## src/rtl/rx_word_fifo_pkg.sv

```systemverilog
package rx_word_fifo_pkg;

    localparam int DWIDTH = 32;

    typedef enum logic [2:0] {
        SEL_CTRL   = 3'd0,
        SEL_STATUS = 3'd1,
        SEL_THRESH = 3'd2,
        SEL_SIZE   = 3'd3,
        SEL_LEVEL  = 3'd4,
        SEL_DATA   = 3'd5
    } reg_sel_e;

    localparam int CTL_BLOCK_RST = 0;
    localparam int CTL_QUEUE_RST = 2;
    localparam int CTL_RX_EN     = 5;

    localparam int ST_FLAG_LSB = 12;
    localparam int ST_UNDERRUN = 22;
    localparam int ST_OVERRUN  = 23;

    typedef struct packed {
        logic not_full;
        logic not_almost_full;
        logic not_almost_empty;
        logic not_empty;
    } occ_flags_t;

    typedef struct packed {
        logic overrun;
        logic underrun;
    } err_flags_t;

    function automatic logic [DWIDTH-1:0] pack_status(occ_flags_t f, err_flags_t e);
        logic [DWIDTH-1:0] w;
        w = '0;
        w[ST_FLAG_LSB +: 4] = f;
        w[ST_UNDERRUN]      = e.underrun;
        w[ST_OVERRUN]       = e.overrun;
        return w;
    endfunction

endpackage

```

## src/rtl/rxw_store.sv

```systemverilog
module rxw_store #(
    parameter int DEPTH = 16,
    parameter int WIDTH = 32,
    localparam int AW = (DEPTH > 1) ? $clog2(DEPTH) : 1,
    localparam int CW = $clog2(DEPTH + 1)
) (
    input  logic             clk,
    input  logic             rst,
    input  logic             clear,
    input  logic             push,
    input  logic             pop,
    input  logic [WIDTH-1:0] wdata,
    output logic [WIDTH-1:0] head,
    output logic [CW-1:0]    count,
    output logic             empty,
    output logic             full
);
    localparam logic [AW-1:0] LAST  = AW'(DEPTH - 1);
    localparam logic [CW-1:0] CFULL = CW'(DEPTH);

    logic [WIDTH-1:0] mem [DEPTH];
    logic [AW-1:0]    wp, rp;
    logic             push_ok, pop_ok;

    assign empty   = (count == '0);
    assign full    = (count == CFULL);
    assign push_ok = push && !full;
    assign pop_ok  = pop && !empty;
    assign head    = mem[rp];

    always_ff @(posedge clk) begin
        if (push_ok) mem[wp] <= wdata;
    end

    always_ff @(posedge clk) begin
        if (rst || clear) begin
            wp    <= '0;
            rp    <= '0;
            count <= '0;
        end else begin
            if (push_ok) wp <= (wp == LAST) ? '0 : wp + 1'b1;
            if (pop_ok)  rp <= (rp == LAST) ? '0 : rp + 1'b1;
            case ({push_ok, pop_ok})
                2'b10:   count <= count + 1'b1;
                2'b01:   count <= count - 1'b1;
                default: count <= count;
            endcase
        end
    end

    a_r7_no_overflow: assert property (@(posedge clk) disable iff (rst)
        count <= CFULL);
    a_r7_full_holds: assert property (@(posedge clk) disable iff (rst)
        full && !pop && !clear |=> full);
    a_r3_push_grows: assert property (@(posedge clk) disable iff (rst)
        push && !full && !pop && !clear |=> count == $past(count) + 1'b1);
    a_r8_empty_pop_idle: assert property (@(posedge clk) disable iff (rst)
        empty && !push && !clear |=> empty);
endmodule

```

## src/rtl/rxw_levels.sv

```systemverilog
module rxw_levels
    import rx_word_fifo_pkg::*;
#(
    parameter int DEPTH = 16,
    localparam int CW = $clog2(DEPTH + 1)
) (
    input  logic [CW-1:0] count,
    input  logic [15:0]   ae_lvl,
    input  logic [7:0]    af_lvl,
    output occ_flags_t    flags
);
    int unsigned fill, af_bound;

    always_comb begin
        fill     = 32'(count);
        af_bound = (32'(af_lvl) >= DEPTH) ? 0 : DEPTH - 32'(af_lvl);
        flags.not_empty        = (fill != 0);
        flags.not_almost_empty = (fill > 32'(ae_lvl));
        flags.not_almost_full  = (fill < af_bound);
        flags.not_full         = (fill < DEPTH);
    end
endmodule

```

## src/rtl/rxw_errors.sv

```systemverilog
module rxw_errors
    import rx_word_fifo_pkg::*;
(
    input  logic       clk,
    input  logic       rst,
    input  logic       set_ovr,
    input  logic       set_unr,
    input  logic       clr_ovr,
    input  logic       clr_unr,
    output err_flags_t errs
);
    always_ff @(posedge clk) begin
        if (rst) begin
            errs <= '0;
        end else begin
            errs.overrun  <= set_ovr || (errs.overrun && !clr_ovr);
            errs.underrun <= set_unr || (errs.underrun && !clr_unr);
        end
    end

    a_r9_ovr_sticky: assert property (@(posedge clk) disable iff (rst)
        errs.overrun && !clr_ovr |=> errs.overrun);
    a_r9_unr_sticky: assert property (@(posedge clk) disable iff (rst)
        errs.underrun && !clr_unr |=> errs.underrun);
    a_r9_ovr_clear: assert property (@(posedge clk) disable iff (rst)
        clr_ovr && !set_ovr |=> !errs.overrun);
    a_r7_ovr_set: assert property (@(posedge clk) disable iff (rst)
        set_ovr |=> errs.overrun);
endmodule

```

## src/rtl/rx_word_fifo.sv

```systemverilog
module rx_word_fifo
    import rx_word_fifo_pkg::*;
#(
    parameter int          DEPTH      = 16,
    parameter logic [15:0] AE_DEFAULT = 16'd2,
    parameter logic [7:0]  AF_DEFAULT = 8'd2,
    localparam int CW = $clog2(DEPTH + 1)
) (
    input  logic        clk,
    input  logic        rst,
    input  logic        in_valid,
    input  logic [31:0] in_data,
    input  logic [2:0]  reg_sel,
    input  logic        reg_wr,
    input  logic        reg_rd,
    input  logic [31:0] reg_wdata,
    output logic [31:0] reg_rdata
);
    logic              ctrl_wr, stat_wr, thr_wr;
    logic              soft_rst, q_clear;
    logic              rx_en;
    logic [15:0]       ae_lvl;
    logic [7:0]        af_lvl;
    logic [DWIDTH-1:0] head, last_word;
    logic [CW-1:0]     count;
    logic              empty, full, push, pop;
    occ_flags_t        occ;
    err_flags_t        errs;

    assign ctrl_wr  = reg_wr && (reg_sel == SEL_CTRL);
    assign stat_wr  = reg_wr && (reg_sel == SEL_STATUS);
    assign thr_wr   = reg_wr && (reg_sel == SEL_THRESH);
    assign soft_rst = rst || (ctrl_wr && reg_wdata[CTL_BLOCK_RST]);
    assign q_clear  = ctrl_wr && reg_wdata[CTL_QUEUE_RST];
    assign push     = in_valid && rx_en;
    assign pop      = reg_rd && (reg_sel == SEL_DATA);

    always_ff @(posedge clk) begin
        if (soft_rst) begin
            rx_en     <= 1'b0;
            ae_lvl    <= AE_DEFAULT;
            af_lvl    <= AF_DEFAULT;
            last_word <= '0;
        end else begin
            if (ctrl_wr) rx_en <= reg_wdata[CTL_RX_EN];
            if (thr_wr) begin
                ae_lvl <= reg_wdata[15:0];
                af_lvl <= reg_wdata[23:16];
            end
            if (pop && !empty) last_word <= head;
        end
    end

    rxw_store #(.DEPTH(DEPTH), .WIDTH(DWIDTH)) store_i (
        .clk(clk), .rst(soft_rst), .clear(q_clear),
        .push(push), .pop(pop), .wdata(in_data),
        .head(head), .count(count), .empty(empty), .full(full)
    );

    rxw_levels #(.DEPTH(DEPTH)) levels_i (
        .count(count), .ae_lvl(ae_lvl), .af_lvl(af_lvl), .flags(occ)
    );

    rxw_errors errors_i (
        .clk(clk), .rst(soft_rst),
        .set_ovr(push && full && !q_clear),
        .set_unr(pop && empty),
        .clr_ovr(stat_wr && reg_wdata[ST_OVERRUN]),
        .clr_unr(stat_wr && reg_wdata[ST_UNDERRUN]),
        .errs(errs)
    );

    always_comb begin
        reg_rdata = '0;
        case (reg_sel)
            SEL_CTRL:   reg_rdata[CTL_RX_EN] = rx_en;
            SEL_STATUS: reg_rdata = pack_status(occ, errs);
            SEL_THRESH: reg_rdata = {8'h00, af_lvl, ae_lvl};
            SEL_SIZE:   reg_rdata[19:0] = 20'(DEPTH);
            SEL_LEVEL:  reg_rdata = 32'(count);
            SEL_DATA:   reg_rdata = empty ? last_word : head;
            default:    reg_rdata = '0;
        endcase
    end

    a_r3_disabled_ignored: assert property (@(posedge clk) disable iff (soft_rst)
        !rx_en && !pop && !q_clear |=> count == $past(count));
    a_r5_empty_is_almost_empty: assert property (@(posedge clk) disable iff (rst)
        empty |-> !occ.not_almost_empty);
    a_r6_full_is_almost_full: assert property (@(posedge clk) disable iff (rst)
        full |-> !occ.not_almost_full);
    a_r10_clear_empties: assert property (@(posedge clk) disable iff (rst)
        q_clear |=> empty);
    a_r11_block_reset: assert property (@(posedge clk) disable iff (rst)
        soft_rst |=> !rx_en && empty && errs == '0);
endmodule

```

## config.mk

```make
export PLATFORM = sky130hd
export DESIGN_NAME = rx_word_fifo
export DESIGN_NICKNAME = d
export VERILOG_FILES = /design/src/rtl/rx_word_fifo_pkg.sv /design/src/rtl/rxw_store.sv /design/src/rtl/rxw_levels.sv /design/src/rtl/rxw_errors.sv /design/src/rtl/rx_word_fifo.sv
export SDC_FILE = /design/constraint.sdc
export NUM_CORES = 1
export LEC_CHECK = 0
export ABC_AREA = 1
export BUFFER_PORTS_ARGS = -buffer_cell sky130_fd_sc_hd__buf_2
export CAP_MARGIN = 5
export CORE_ASPECT_RATIO = 1.75
export CORE_UTILIZATION = 39
export CTS_CLUSTER_DIAMETER = 80
export DETAILED_ROUTE_END_ITERATION = 12
export PLACE_DENSITY = 0.64
export SYNTH_ARGS = -nofsm -noshare
export SYNTH_HDL_FRONTEND = slang
export SYNTH_HIERARCHICAL = 1
export SYNTH_SLANG_ARGS = --single-unit
```

## constraint.sdc

```tcl
create_clock -name clk -period 2.9 [get_ports clk]
set_input_delay 0.145 -clock clk [delete_from_list [all_inputs] [get_ports clk]]
set_output_delay 0.145 -clock clk [all_outputs]
set_load 0.05 [all_outputs]
```

==> results of run 1 <==
==> report_power, final <==
group | internal (mW) | total [mW] | switching (mW)
clock | 3.75 | 6.72 | 2.98
combinational | 0.198 | 0.582 | 0.384
sequential | 9.19 | 9.21 | 0.0139
total | 13.1 | 16.5 | 3.37
==> Yosys cell counts (all sizes together) <==
library cell  number  area share
nor3               4     0.00078
a21oi            172       0.034
o211ai           137       0.040
o21ai            155       0.030
inv              387       0.057
o2111ai            1     0.00034
clkbuf            33      0.0053
edfxtp           512        0.60
xor2               4      0.0014
buf              104       0.031
nor3b              2     0.00059
ha                18      0.0088
xnor2              1     0.00034
nor4               3     0.00073
nand4              5      0.0012
nor2              78       0.012
nand3b             3     0.00088
dfxtp             76       0.059
a21boi             1     0.00029
nand2            436       0.064
nand3            256       0.050
==> state kept, by name (all words and copies together), names as in the netlist, named ones only <==
signal	count
errors_i/errs	2
af_lvl	8
ae_lvl	16
store_i/wp	4
store_i/rp	4
last_word	32
store_i/mem	512
store_i/count	5
rx_en	1
==> stage by stage <==
step	worst slack, ps	area [µm²]
after floorplan	81.5	25600
after global placement	451	27100
after detailed placement	454	27100
after CTS	-7.92	29500
after global routing	-57.3	29800
final	70.9	29800
==> cells in the final DEF, fill, tap and decap left out, drive strengths merged, types with 13 or more instances in the layout <==
cell type and n:
inv 389, ha 18, clkbuf 84, a21oi 172
o21ai 155, clkinv 13, buf 165, nand2 436
nor2 78, dlygate4sd3 59, o211ai 137, nand3 256
edfxtp 512, dfxtp 76
==> layer usage <==
| metal | track usage | vias to the layer above | part of all wire |
|---|---|---|---|
| met1 | 0.212 | 8450 | 0.38 |
| met2 | 0.351 | 544 | 0.53 |
| met4 | 0.0711 | 0 | 0.038 |
| li1 | - | 8446 | - |
| met3 | 0.0205 | 133 | 0.052 |
| met5 | 0 | - | 0 |
==> timing repair <==
| item | 4_1_cts | 5_1_grt |
|---|---|---|
| cloned | 1 | 5 |
| buffers inserted | 5 | 8 |
| pin swaps | 2 | 5 |
| setup endpoints to repair | 24 | 30 |
| hold buffers | 59 | 0 |
| hold endpoints to repair | 538 | 0 |
| gates resized for setup | 12 | 45 |
==> cells by family (layout without fill, tap and decap cells) <==
group / after synthesis / count (layout) / share of synthesized area
AO/OA/AOI/OAI: 466 / 466 / 0.105
XOR/XNOR: 5 / 5 / 0.00171
adder cells (fa/ha/maj): 18 / 18 / 0.00879
buffers and inverters: 524 / 717 / 0.0935
flip-flops: 588 / 588 / 0.660
other: 0 / 2 / 0
AND/OR/NAND/NOR: 787 / 787 / 0.131
==> final cells by class <==
class                           count  area [µm²]  area share
Inverter                          387        1460      0.0489
Multi-Input combinational cell   1276        6510       0.219
Sequential cell                   588       16900       0.568
Antenna cell                        2        5.00    0.000168
Tap cell                          819        1020      0.0344
Clock inverter                     22         254     0.00852
Clock buffer                       68        1360      0.0456
Timing Repair Buffer              240        2270      0.0763
==> tightest hold or removal path: stages <==
cell	delay [ps]
buf_2	120
nor2_4	60
nand3_1	140
nand2_1	70
a21oi_1	110
==> worst min path at each step <==
stage	end	slack, ps	from
after floorplan	store_i/mem[0][0]	240	in_data[0]
after global placement	ae_lvl[11]	400	reg_wdata[11]
after detailed placement	af_lvl[3]	400	reg_wdata[19]
after CTS	store_i/wp[0]	70	rst
after global routing	store_i/wp[0]	130	rst
final	rx_en	110	reg_sel[2]
==> metrics.cfg, run 1 <==
[status]
status=finished, final reports clean

[pwr]
power.density_mw_per_mm2=554
vdd.ir_drop.worst_mv=0.497
overall_power_of_the_completed_layout_mw=16.5
leak_pwr_nw=11.0

[final_layout]
drive_gt1_frac=0.120
post-route-util=0.457
nets=2633
areaGrowthSynthToFinish_pct=16.3
filler_cell_count=5793
finalNonFillerCells=3402

[clock_network]
clk-insertion-delay-late_ps=580
reg_clk_slew_reported_paths_ps=70
htree_num_levels=2
clockBufferDepth=3
cts_buffers=50
tritoncts_num_sinks=588
cts.root.buffer_cell=clkbuf_16
cts_tree=built

[sta]
finalHoldViolations=0
setup_viol_count_final=0
post-route-period-util=0.976
worst_slew_pin_slew_ps=749
skew_ps=13.3
fmaxAchievable_mhz=353
rsz0062_at_grt=true
timing_max_transition_violations_final=0
aggregate_negative_setup_slack_ps=0
hold-worst-slack_ps=114
period_needed_ps=2830
worst_slew_margin_rel=0.500

[setup_path]
worst-path-stages=15
timing.reg2reg.setup_slack_ps=390
cp_cell_sequence=inv_4, ha_4, nand2_2, nor2_2, nor2_4, nand2_2, inv_2, nand3_2, ha_4, a21oi_1, nand2_1, a21oi_2, nand2_1, nand3_2, buf_8
worst-path-buf-inv=3
critical_path_arrival_ps=2680
element_type_at_the_critical_path_start=register
timing.critical_path.max_delay_family=simple AND/OR/NAND/NOR gates
timing.critical_path.to_type=primary output
timing.critical_path.required_ps=2760
r2r_end=store_i/mem[14][12]
critPathSlowestCell=dfxtp_2
cp-endpoint=reg_rdata[14]
timing_worst_setup_path_type=register to primary output
worstRegToRegCells=7
regToRegStartpoint=store_i/count[1]
crit_fanout=4
worst_setup_path_startpoint=af_lvl[0]
delay_of_the_slowest_cell_on_the_worst_path_ps=360

[place]
place_hpwl_mm=37.2
place.gp.congestion=0.884
place.port_buffers=95
dp_cells=3232

[floorplan]
die-width_um=196
num_rows=124
ioPinCount=104
die_area_mm2=0.0667
placeableCoreArea_mm2=0.0652
starting_utilization_of_the_core_area=0.393
chipHeight_um=341

[routing]
vias_per_cell=5.17
vias=17573
detail_route.iter0.violations=1425
drc=0
drt-pass1-iter-count=5
detail-route-antenna-nets=0
detail_route.wl_per_cell_um=18.8
overall_routed_net_length_mm=64.1

[job]
cap_viol_max_count=0

[global_routing]
wire_length_of_the_first_global_routing_pass_mm=95.2
groute.usage.overall=0.186
grt_overflow=0
first_global_vias=16947
grt_antenna_before_repair=2
maximum_number_of_pins_on_one_net_before_global_route_repair=106

[logic_synthesis]
netlist_instances=2388
ys_seq_area_frac=0.660
postSynthNetCount=2478
synth-warning-count=6
post_synth_num_cell_types=34
syn_area_mm2=0.0256
ys_ff_latch=588
syn_avg_cell_area_um2=10.7

[hold_path]
timing.hold.worst.class=input port to register
hold_depth=5

No activity file was read; power rests on OpenSTA's default activity.
==> inputs of run 2 (changes only) <==
--- a/constraint.sdc
+++ b/constraint.sdc
@@ -3,2 +3,2 @@
 set_output_delay 0.145 -clock clk [all_outputs]
-set_load 0.05 [all_outputs]
+set_load 0.1 [all_outputs]
==> run 2 against run 1 <==
Setup slack got worse by 62 ps. Cell count unchanged. Non-clock buffer count increased by 3. Largest power group unchanged. Combinational power increased by 12%. Worst hold slack got worse by 39 ps. Maximum frequency decreased by 2.2%. Critical endpoint unchanged. Design area increased by 1.6%. First-iteration DRC count increased by 2.7%. Sequential share of layout area decreased by 0.91 points. Via count increased by 1.2%. Critical path depth increased by 2.
==> metrics.cfg, run 2 (synthesis gave the netlist of run 1 again) <==
[setup_path]
timing_worst_setup_path_type=register to primary output
regToRegStartpoint=store_i/count[3]
timing.reg2reg.setup_slack_ps=400
element_type_at_the_critical_path_start=register
r2r_end=store_i/count[4]
timing.critical_path.to_type=primary output
timing.critical_path.required_ps=2760
worstRegToRegCells=16
crit_fanout=4
critical_path_arrival_ps=2750
worst_setup_path_startpoint=af_lvl[0]

[global_routing]
groute.usage.overall=0.185
grt_antenna_before_repair=2
grt_overflow=0
first_global_vias=17243
maximum_number_of_pins_on_one_net_before_global_route_repair=96
wire_length_of_the_first_global_routing_pass_mm=95.9

[hold_path]
timing.hold.worst.class=input port to register
worst_min_delay_path_endpoint=store_i/wp[2]
holdCritStartpoint=rst
hold_depth=6

[pwr]
leak_pwr_nw=11.2
vdd.ir_drop.worst_mv=0.399
overall_power_of_the_completed_layout_mw=16.6
power.density_mw_per_mm2=548

[routing]
detail_route.iter0.violations=1463
vias_per_cell=5.23
overall_routed_net_length_mm=63.9
drc=0
detail_route.wl_per_cell_um=18.8
drt-pass1-iter-count=6
detail-route-antenna-nets=0
vias=17785

[floorplan]
placeableCoreArea_mm2=0.0652
num_rows=124
die_area_mm2=0.0667
ioPinCount=104
starting_utilization_of_the_core_area=0.393
die-width_um=196
chipHeight_um=341

[final_layout]
nets=2635
largest_register_ffs=512
layout_common_cells=edfxtp_1 (512), nand2_1 (429), inv_1 (376), nand3_1 (250), a21oi_1 (162)
registers.top_by_ff_count=store_i/mem
layout_commonest_cell=edfxtp_1
filler_cell_count=5785
drive_gt1_frac=0.125
biggest_regs=store_i/mem x512, last_word x32, ae_lvl x16
areaGrowthSynthToFinish_pct=18.2
post-route-util=0.465

[place]
detailedPlace.worstSlack_ps=450
place.port_buffers=95
place.gp.congestion=0.908
place_hpwl_mm=36.9

[sta]
post-route-period-util=0.997
finalHoldViolations=0
period_needed_ps=2890
worst_slew_pin_slew_ps=751
setup_viol_count_final=0
hold-worst-slack_ps=74.7
fmaxAchievable_mhz=346
skew_ps=18.1
rsz0062_at_grt=true
worst_slack_ps=8.44
timing_max_transition_violations_final=0
worst_slew_margin_rel=0.499

[clock_network]
clockBufferDepth=3
cts_tree=built
cts_buffers=49
clk-insertion-delay-late_ps=580
htree_num_levels=2
tritoncts_num_sinks=588
cts.root.buffer_cell=clkbuf_16
reg_clk_slew_reported_paths_ps=70

[status]
status=finished, final reports clean

[job]
cap_viol_max_count=0

==> run 2: cell types whose count changed in the layout (fill, tap and decap cells not counted), sizes merged <==
cell	change
inv	+1
clkbuf	-21
buf	+11
clkinv	+4
clkinvlp	+4
diode	-1
bufinv	+2
==> run 2: how the worst max path moves through the flow <==
stage                             to  slack (ps)  cells after the start
floorplan              reg_rdata[25]          30                     11
global placement       reg_rdata[14]         490                     17
detailed placement  store_i/count[4]         450                     15
CTS                    reg_rdata[14]         -60                     15
global route           reg_rdata[14]        -140                     16
finish                 reg_rdata[14]           8                     17
==> run 2: layout make-up <==
| class | instances | area (µm²) | area share |
|---|---|---|---|
| multi-input combinational | 1276 | 6540 | 0.216 |
| timing repair buffer | 243 | 2750 | 0.0907 |
| tap | 819 | 1020 | 0.0338 |
| clock inverter | 33 | 354 | 0.0117 |
| antenna | 1 | 2.50 | 0.0000826 |
| clock buffer | 55 | 1250 | 0.0412 |
| inverter | 387 | 1460 | 0.0481 |
| sequential | 588 | 16900 | 0.558 |
==> run 2: timing repair <==
| item | in CTS | in global routing |
|---|---|---|
| setup endpoints to repair | 15 | 29 |
| gates resized for setup | 8 | 50 |
| pin swaps | 1 | 14 |
| cloned | 1 | 7 |
| hold buffers | 59 | 0 |
| buffers inserted | 2 | 14 |
| hold endpoints to repair | 538 | 0 |
==> run 2: through the flow <==
step | cell area, µm² | std cells | TNS [ps]
global route | 30300 | 3402 | -142
floorplan | 25600 | 2388 | 0
CTS | 29900 | 3381 | -55.6
finish | 30300 | 3402 | 0
global placement | 27600 | 3231 | 0
detailed placement | 27600 | 3231 | 0
==> run 2: critical path, stage by stage, from the launching register on <==
cell	delay, ps
dfxtp_2	360
inv_4	60
ha_4	170
nand2_4	70
nor2_4	40
nor2_4	90
nand2_2	90
nor2_1	120
nand2_1	80
ha_1	270
nand2_1	60
inv_1	30
nand2_1	50
nand2_1	60
a21oi_2	200
nand2_1	120
nand3_2	130
buf_12	180
==> run 2: report_power, final <==
part / leakage (nW) / switching, mW / internal (mW)
Sequential: 5.22 / 0.0141 / 9.19
Combinational: 5.17 / 0.429 / 0.222
Clock: 0.767 / 3.00 / 3.74
==> run 2: per-layer routing <==
layer / track usage / routed length [µm]
met5: 0 / 17
met1: 0.212 / 24600
met4: 0.0754 / 2520
met2: 0.349 / 33600
met3: 0.0186 / 3150
